--- config.mk ---
export PLATFORM = sky130hd
export DESIGN_NAME = codec_imm_regs
export DESIGN_NICKNAME = d
export VERILOG_FILES = /design/src/rtl/codec_imm_pkg.sv /design/src/rtl/imm_bus_decode.sv /design/src/rtl/imm_cmd_reg.sv /design/src/rtl/imm_seq.sv /design/src/rtl/imm_rsp_capture.sv /design/src/rtl/codec_imm_regs.sv
export SDC_FILE = /design/constraint.sdc
export NUM_CORES = 1
export LEC_CHECK = 0
export ABC_CLOCK_PERIOD_IN_PS = 4900
export BUFFER_PORTS_ARGS = -buffer_cell sky130_fd_sc_hd__buf_4
export CORE_UTILIZATION = 55
export CTS_CLUSTER_DIAMETER = 60
export CTS_CLUSTER_SIZE = 14
export DETAILED_ROUTE_END_ITERATION = 10
export PLACE_DENSITY_LB_ADDON = 0.15
export SYNTH_ARGS = -nofsm -noshare
export SYNTH_HDL_FRONTEND = slang
export SYNTH_SLANG_ARGS = --single-unit
--- constraint.sdc ---
create_clock -name clk -period 4.9 [get_ports clk]
set_input_delay 0.49 -clock clk [delete_from_list [all_inputs] [get_ports clk]]
set_output_delay 0.49 -clock clk [all_outputs]
set_load 0.05 [all_outputs]
--- src/rtl/codec_imm_pkg.sv ---
package codec_imm_pkg;

    // Register byte offsets; software depends on these.
    localparam int unsigned CMD_OFFSET  = 32'h60;
    localparam int unsigned RSP_OFFSET  = 32'h64;
    localparam int unsigned STAT_OFFSET = 32'h68;

    // Status bit positions.
    localparam int unsigned STAT_BUSY_BIT  = 0;
    localparam int unsigned STAT_VALID_BIT = 1;

    typedef enum logic [1:0] {
        ST_IDLE = 2'd0,
        ST_SEND = 2'd1,
        ST_WAIT = 2'd2
    } imm_state_e;

    typedef enum logic [1:0] {
        RSEL_NONE = 2'd0,
        RSEL_CMD  = 2'd1,
        RSEL_RSP  = 2'd2,
        RSEL_STAT = 2'd3
    } rd_sel_e;

endpackage

--- src/rtl/imm_bus_decode.sv ---
module imm_bus_decode
    import codec_imm_pkg::*;
#(
    parameter int unsigned ADDR_W = 8,
    parameter int unsigned DATA_W = 32,
    localparam int unsigned NBYTES = DATA_W / 8
) (
    input  logic [ADDR_W-1:0] bus_addr,
    input  logic              bus_wr,
    input  logic              bus_rd,
    input  logic [DATA_W-1:0] bus_wdata,
    input  logic [NBYTES-1:0] bus_be,
    output logic [NBYTES-1:0] cmd_byte_we,
    output logic              go_req,
    output logic              clr_req,
    output rd_sel_e           rd_sel
);

    localparam logic [ADDR_W-1:0] A_CMD  = ADDR_W'(CMD_OFFSET);
    localparam logic [ADDR_W-1:0] A_RSP  = ADDR_W'(RSP_OFFSET);
    localparam logic [ADDR_W-1:0] A_STAT = ADDR_W'(STAT_OFFSET);

    logic hit_cmd;
    logic hit_rsp;
    logic hit_stat;
    logic stat_wr;

    always_comb begin
        hit_cmd  = (bus_addr == A_CMD);
        hit_rsp  = (bus_addr == A_RSP);
        hit_stat = (bus_addr == A_STAT);
        stat_wr  = bus_wr && hit_stat && bus_be[0];
    end

    // Per-byte command write enables.
    for (genvar b = 0; b < NBYTES; b++) begin : g_byte_we
        assign cmd_byte_we[b] = bus_wr && hit_cmd && bus_be[b];
    end

    always_comb begin
        go_req  = stat_wr && bus_wdata[STAT_BUSY_BIT];
        clr_req = stat_wr && bus_wdata[STAT_VALID_BIT];
    end

    always_comb begin
        rd_sel = RSEL_NONE;
        if (bus_rd) begin
            if (hit_cmd)       rd_sel = RSEL_CMD;
            else if (hit_rsp)  rd_sel = RSEL_RSP;
            else if (hit_stat) rd_sel = RSEL_STAT;
        end
    end

endmodule

--- src/rtl/imm_cmd_reg.sv ---
module imm_cmd_reg #(
    parameter int unsigned DATA_W = 32,
    localparam int unsigned NBYTES = DATA_W / 8
) (
    input  logic              clk,
    input  logic              rst_n,
    input  logic [NBYTES-1:0] byte_we,
    input  logic [DATA_W-1:0] wdata,
    output logic [DATA_W-1:0] word_q
);

    for (genvar b = 0; b < NBYTES; b++) begin : g_lane
        always_ff @(posedge clk or negedge rst_n) begin
            if (!rst_n) begin
                word_q[8*b +: 8] <= '0;
            end else if (byte_we[b]) begin
                word_q[8*b +: 8] <= wdata[8*b +: 8];
            end
        end
    end

endmodule

--- src/rtl/imm_seq.sv ---
module imm_seq
    import codec_imm_pkg::*;
#(
    parameter int unsigned DATA_W = 32
) (
    input  logic              clk,
    input  logic              rst_n,
    input  logic              go_req,
    input  logic [DATA_W-1:0] cmd_word,
    input  logic              cmd_ready,
    input  logic              rsp_strobe,
    output logic              cmd_valid,
    output logic [DATA_W-1:0] cmd_data,
    output logic              busy,
    output logic              capture
);

    imm_state_e        state_q;
    imm_state_e        state_d;
    logic [DATA_W-1:0] snap_q;

    // State register.
    always_ff @(posedge clk or negedge rst_n) begin
        if (!rst_n) begin
            state_q <= ST_IDLE;
        end else begin
            state_q <= state_d;
        end
    end

    // Transitions: issue, accept, complete.
    always_comb begin
        state_d = state_q;
        unique case (state_q)
            ST_IDLE: if (go_req)     state_d = ST_SEND;
            ST_SEND: if (cmd_ready)  state_d = ST_WAIT;
            ST_WAIT: if (rsp_strobe) state_d = ST_IDLE;
            default:                 state_d = ST_IDLE;
        endcase
    end

    // Outputs decoded from the current state.
    always_comb begin
        cmd_valid = 1'b0;
        busy      = 1'b1;
        capture   = 1'b0;
        unique case (state_q)
            ST_IDLE: busy      = 1'b0;
            ST_SEND: cmd_valid = 1'b1;
            ST_WAIT: capture   = rsp_strobe;
            default: busy      = 1'b0;
        endcase
    end

    // Command snapshot taken on the issue transition only.
    always_ff @(posedge clk or negedge rst_n) begin
        if (!rst_n) begin
            snap_q <= '0;
        end else if (state_q == ST_IDLE && go_req) begin
            snap_q <= cmd_word;
        end
    end

    assign cmd_data = snap_q;

endmodule

--- src/rtl/imm_rsp_capture.sv ---
module imm_rsp_capture #(
    parameter int unsigned DATA_W = 32
) (
    input  logic              clk,
    input  logic              rst_n,
    input  logic              capture,
    input  logic [DATA_W-1:0] rsp_data,
    input  logic              clr_req,
    output logic [DATA_W-1:0] resp_q,
    output logic              rv_q
);

    always_ff @(posedge clk or negedge rst_n) begin
        if (!rst_n) begin
            resp_q <= '0;
        end else if (capture) begin
            resp_q <= rsp_data;
        end
    end

    // Hardware set has priority over the software clear.
    always_ff @(posedge clk or negedge rst_n) begin
        if (!rst_n) begin
            rv_q <= 1'b0;
        end else if (capture) begin
            rv_q <= 1'b1;
        end else if (clr_req) begin
            rv_q <= 1'b0;
        end
    end

endmodule

--- src/rtl/codec_imm_regs.sv ---
module codec_imm_regs
    import codec_imm_pkg::*;
#(
    parameter int unsigned ADDR_W = 8,
    parameter int unsigned DATA_W = 32,
    localparam int unsigned NBYTES = DATA_W / 8
) (
    input  logic              clk,
    input  logic              rst_n,
    input  logic [ADDR_W-1:0] bus_addr,
    input  logic              bus_wr,
    input  logic              bus_rd,
    input  logic [DATA_W-1:0] bus_wdata,
    input  logic [NBYTES-1:0] bus_be,
    output logic [DATA_W-1:0] bus_rdata,
    output logic              cmd_valid,
    input  logic              cmd_ready,
    output logic [DATA_W-1:0] cmd_data,
    input  logic              rsp_strobe,
    input  logic [DATA_W-1:0] rsp_data
);

    logic [NBYTES-1:0] cmd_byte_we;
    logic              go_req;
    logic              clr_req;
    rd_sel_e           rd_sel;
    logic [DATA_W-1:0] cmd_word;
    logic              busy;
    logic              capture;
    logic [DATA_W-1:0] resp_q;
    logic              rv_q;
    logic [DATA_W-1:0] stat_word;

    imm_bus_decode #(.ADDR_W(ADDR_W), .DATA_W(DATA_W)) u_dec (
        .bus_addr    (bus_addr),
        .bus_wr      (bus_wr),
        .bus_rd      (bus_rd),
        .bus_wdata   (bus_wdata),
        .bus_be      (bus_be),
        .cmd_byte_we (cmd_byte_we),
        .go_req      (go_req),
        .clr_req     (clr_req),
        .rd_sel      (rd_sel)
    );

    imm_cmd_reg #(.DATA_W(DATA_W)) u_cmd (
        .clk     (clk),
        .rst_n   (rst_n),
        .byte_we (cmd_byte_we),
        .wdata   (bus_wdata),
        .word_q  (cmd_word)
    );

    imm_seq #(.DATA_W(DATA_W)) u_seq (
        .clk        (clk),
        .rst_n      (rst_n),
        .go_req     (go_req),
        .cmd_word   (cmd_word),
        .cmd_ready  (cmd_ready),
        .rsp_strobe (rsp_strobe),
        .cmd_valid  (cmd_valid),
        .cmd_data   (cmd_data),
        .busy       (busy),
        .capture    (capture)
    );

    imm_rsp_capture #(.DATA_W(DATA_W)) u_rsp (
        .clk      (clk),
        .rst_n    (rst_n),
        .capture  (capture),
        .rsp_data (rsp_data),
        .clr_req  (clr_req),
        .resp_q   (resp_q),
        .rv_q     (rv_q)
    );

    always_comb begin
        stat_word                 = '0;
        stat_word[STAT_BUSY_BIT]  = busy;
        stat_word[STAT_VALID_BIT] = rv_q;
    end

    always_comb begin
        unique case (rd_sel)
            RSEL_CMD:  bus_rdata = cmd_word;
            RSEL_RSP:  bus_rdata = resp_q;
            RSEL_STAT: bus_rdata = stat_word;
            default:   bus_rdata = '0;
        endcase
    end

endmodule

==> impl_summary.log <==
[metrics] clock insertion delay at the later pin of the skew report: ~380 ps
[metrics] Post-Place Cells: between 500 and 600
[metrics] Final Non-Filler Cells: between 500 and 600
[metrics] min Tclk post-route: ~2800 ps
[metrics] accumulated negative setup slack: 0 ps
[metrics] hold_buf cts: 0
[metrics] post-route cell area: 5790 um^2
[metrics] synthesis-to-finish area growth: 29.2%
[metrics] setup violation total in the final timing report: 0
[metrics] most common cell in the synthesized netlist: dfrtp_1
[metrics] clock share of power: 0.271
[metrics] vias per cell: between 5 and 6
[metrics] ordered list of cells on the worst path: buf_4 -> and4bb_1 -> and2_4 -> nand3b_1 -> buf_4 -> nor2_1 -> buf_4
[metrics] maximum number of buffers from clock root to sink: 2
[metrics] Static Leak: 3.02 nW
[metrics] worst flop-to-flop path endpoint: u_seq.cmd_data[1]
[metrics] total of warnings raised by yosys: 0
[metrics] register bit total from synthesis: a little under 100
[metrics] global-route wire length before repair: around 16000 um
[metrics] DIE AREA: approximately 8500 um^2
[metrics] setup slack on the worst flop-to-flop path: a little under 3000 ps
[metrics] Fillers: 539
[metrics] Mean Syn Cell Area: 14.3 um^2
[metrics] count of flip-flops with a built-in enable after synthesis: 0
[metrics] share of Yosys cell area claimed by the top area cell type: 0.553
[metrics] most used cell along the critical path: buf_4
[metrics] startpoint class of the critical path: primary input
[metrics] switching power: 0.476 mW
[metrics] fraction of layout cells with a size suffix above 1: 0.574
[metrics] post-cts repair resize count: 0
[metrics] Total GRT Usage: 0.244
[metrics] effective utilization at floorplan: 0.573
[metrics] CTS Buf Count: 9
[metrics] DRT iter0 DRCs: just under 80
[metrics] Pint: 1.32 mW
[metrics] setup repair after global routing missed its margin: no
[metrics] CTS clk-pin slew, worst paths: 100 ps
[metrics] type of the setup path with the least slack: in2out
[metrics] vertical die dimension: approximately 90 um
[metrics] Congestion Overflow GR: 0
[metrics] Sequential Power Share: 0.565
[metrics] peak per-stage delay on the critical path: just under 500 ps
[metrics] Routed WL per cell: 17.3 um
[metrics] WP depth: 7
[metrics] detailed-route wire length: 9770 um
[metrics] worst slew slack as a fraction of its limit: 0.515
[metrics] maximum vdd drop: between 0.0002 and 0.00025 V
[metrics] buffers inserted during post-CTS setup optimization: 0
[metrics] status: complete, no violations
[metrics] number of cells traversed by the worst register-to-register path: 4
[metrics] final weighted congestion in routability-driven placement: 0.834
[metrics] highest attainable clock frequency: ~350 MHz
[metrics] signal arrival time at the worst endpoint: ~2300 ps
[metrics] Final Util: 0.741
[metrics] prevailing post-synth register cell: dfrtp_1
[metrics] synth unique cells: 31
[metrics] synthesized netlist net count: 397
[metrics] worst-path fanout max: 16
[metrics] number of global-route vias before repair: slightly above 3000
[metrics] worst min-delay path category: in2async
[metrics] number of maximum-capacitance constraint violations: 0
[metrics] diode insertion count for antenna repair: 0
[metrics] critical register-to-register path startpoint: u_seq.state_q[1]
[metrics] clock tree from TritonCTS: done
[metrics] first-pass iteration count of the detailed router: 4
[metrics] placed wire-length estimate after detailed placement: just under 7000 um
[metrics] Nets: 542
[metrics] critical path buffer and inverter count: 3
[metrics] combined area of all synthesized cells: between 4000 and 5000 um^2
[metrics] share of total power consumed by net switching: 0.265
[metrics] power per cell area: around 310 nW/um^2
[metrics] share of synthesized area occupied by flip-flops and latches: 0.553
[metrics] cell with the largest stage delay on the worst path: nand3b_1
[metrics] die outline width: between 90 and 100 um
[metrics] Cell Area, Placed: 5610 um^2
[metrics] via count: around 3000
[metrics] number of placement rows: 32
[metrics] H-tree Lvls: 3
[metrics] part of the total power dissipated in combinational logic: 0.164
[metrics] root buffer cell: clkbuf_8
[metrics] Final Max Slew Viols: 0
[metrics] leading area contributor after synthesis: dfrtp_1
[metrics] num ports: 147
[metrics] Placeable Area: between 7000 and 8000 um^2
[metrics] share of flip-flops with an asynchronous set or reset after synthesis: 1.00
[metrics] slew at the pin closest to its max-slew limit: between 700 and 800 ps
[metrics] nature of the critical path endpoint: output port
[metrics] most frequent cells after synthesis: 99 x dfrtp_1, 65 x mux2_2, 38 x nor2_1
[metrics] ranking of synthesized cells by area: dfrtp_1 55%, mux2_2 16%, mux2_4 10%
[metrics] # DRC: 0
[metrics] TritonCTS Sinks: a little under 100
[metrics] initial antenna violation count: 0
[metrics] Final period util: 0.578
[metrics] overall power consumption: ~1.8 mW
[metrics] cell type group with the largest total delay on the critical path: simple AND/OR/NAND/NOR gates
[metrics] Synth Instances: around 310
[metrics] final hold violations: 0
[metrics] antenna-violating nets left: 0
[metrics] maximum number of pins on one net before global-route repair: 59
[metrics] required arrival time at the worst endpoint: roughly 4400 ps
[metrics] port bufs: 146
[metrics] Fin Clk Skew: roughly 12 ps
-- sequential cells by signal, summed over array words and instances (netlist names) --
name            flops
u_cmd.word_q       32
u_rsp.resp_q       32
u_seq.cmd_data     32
u_seq.state_q       2
u_rsp.rv_q          1
-- through the flow --
| stage | hold slack, ps | setup WS [ps] |
|---|---|---|
| 6_report | 153 | 2070 |
| 5_1_grt | 203 | 1930 |
| 4_1_cts | 185 | 2030 |
| 3_5_place_dp | 486 | 2030 |
| 3_3_place_gp | 487 | 2120 |
| 2_1_floorplan | 194 | 2500 |
-- worst reg2reg max path: stages, from the launching register on --
cell	delay, ps
dfrtp_1	410
inv_1	100
ha_1	250
and4_4	690
mux2_2	410
-- power groups by stage --
stage          combinational, mW  sequential, mW  clock, mW
6_report                   0.294            1.01      0.486
5_1_grt                    0.325            1.03      0.527
4_1_cts                    0.299            1.01      0.499
3_5_place_dp               0.298            1.03          0
3_3_place_gp               0.284            1.02          0
2_1_floorplan              0.195            1.01          0
-- layout by cell type, fill, tap and decap left out --
master / instances
a21oi_1: 3
ha_1: 3
inv_1: 3
buf_4: 149
and4_1: 1
and4bb_1: 1
nand2b_1: 1
a22o_1: 1
clkinvlp_4: 1
clkbuf_1: 1
mux2i_1: 32
mux2_4: 30
nand3b_1: 1
and4b_1: 1
inv_8: 1
clkinv_4: 2
nand2_2: 4
and4_4: 1
nor3_1: 1
clkinv_2: 1
and2_4: 1
o22a_1: 1
dfrtp_1: 99
nand4_1: 1
nand3_1: 2
nand2_1: 2
clkbuf_8: 9
mux2_2: 65
o21ai_0: 1
nor2_1: 38
o311a_1: 1
mux2_1: 1
nor2b_1: 2
inv_6: 1
-- layer usage --
metal,track usage,share of wire
met1,0.327,0.43
met2,0.389,0.49
met3,0.0647,0.061
met4,0.0794,0.015
met5,0,0
-- worst max path at each step --
stage                startpoint             to  slack, ps
CTS                 bus_addr[7]  bus_rdata[12]       2030
global placement    bus_addr[7]  bus_rdata[19]       2120
finish              bus_addr[7]  bus_rdata[16]       2070
global route        bus_addr[7]  bus_rdata[31]       1930
floorplan           bus_addr[7]  bus_rdata[10]       2500
detailed placement  bus_addr[7]  bus_rdata[16]       2030
-- cell families (layout without fill, tap and decap cells) --
family	Yosys count	after routing	synth area share
buffers and inverters	18	168	0.0282
flip-flops	99	99	0.553
AND/OR/NAND/NOR	57	57	0.0612
multiplexers	128	128	0.338
AO/OA/AOI/OAI	7	7	0.0106
adder cells (fa/ha/maj)	3	3	0.00839
-- layout make-up --
cell class / count / area (um^2) / area share
clock inverter: 6 / 50.0 / 0.00865
multi-input combinational: 195 / 1870 / 0.324
tap: 102 / 128 / 0.0221
clock buffer: 10 / 128 / 0.0221
inverter: 3 / 11.3 / 0.00195
timing repair buffer: 149 / 1120 / 0.193
sequential: 99 / 2480 / 0.428
Power figures use the tool's default switching activity.
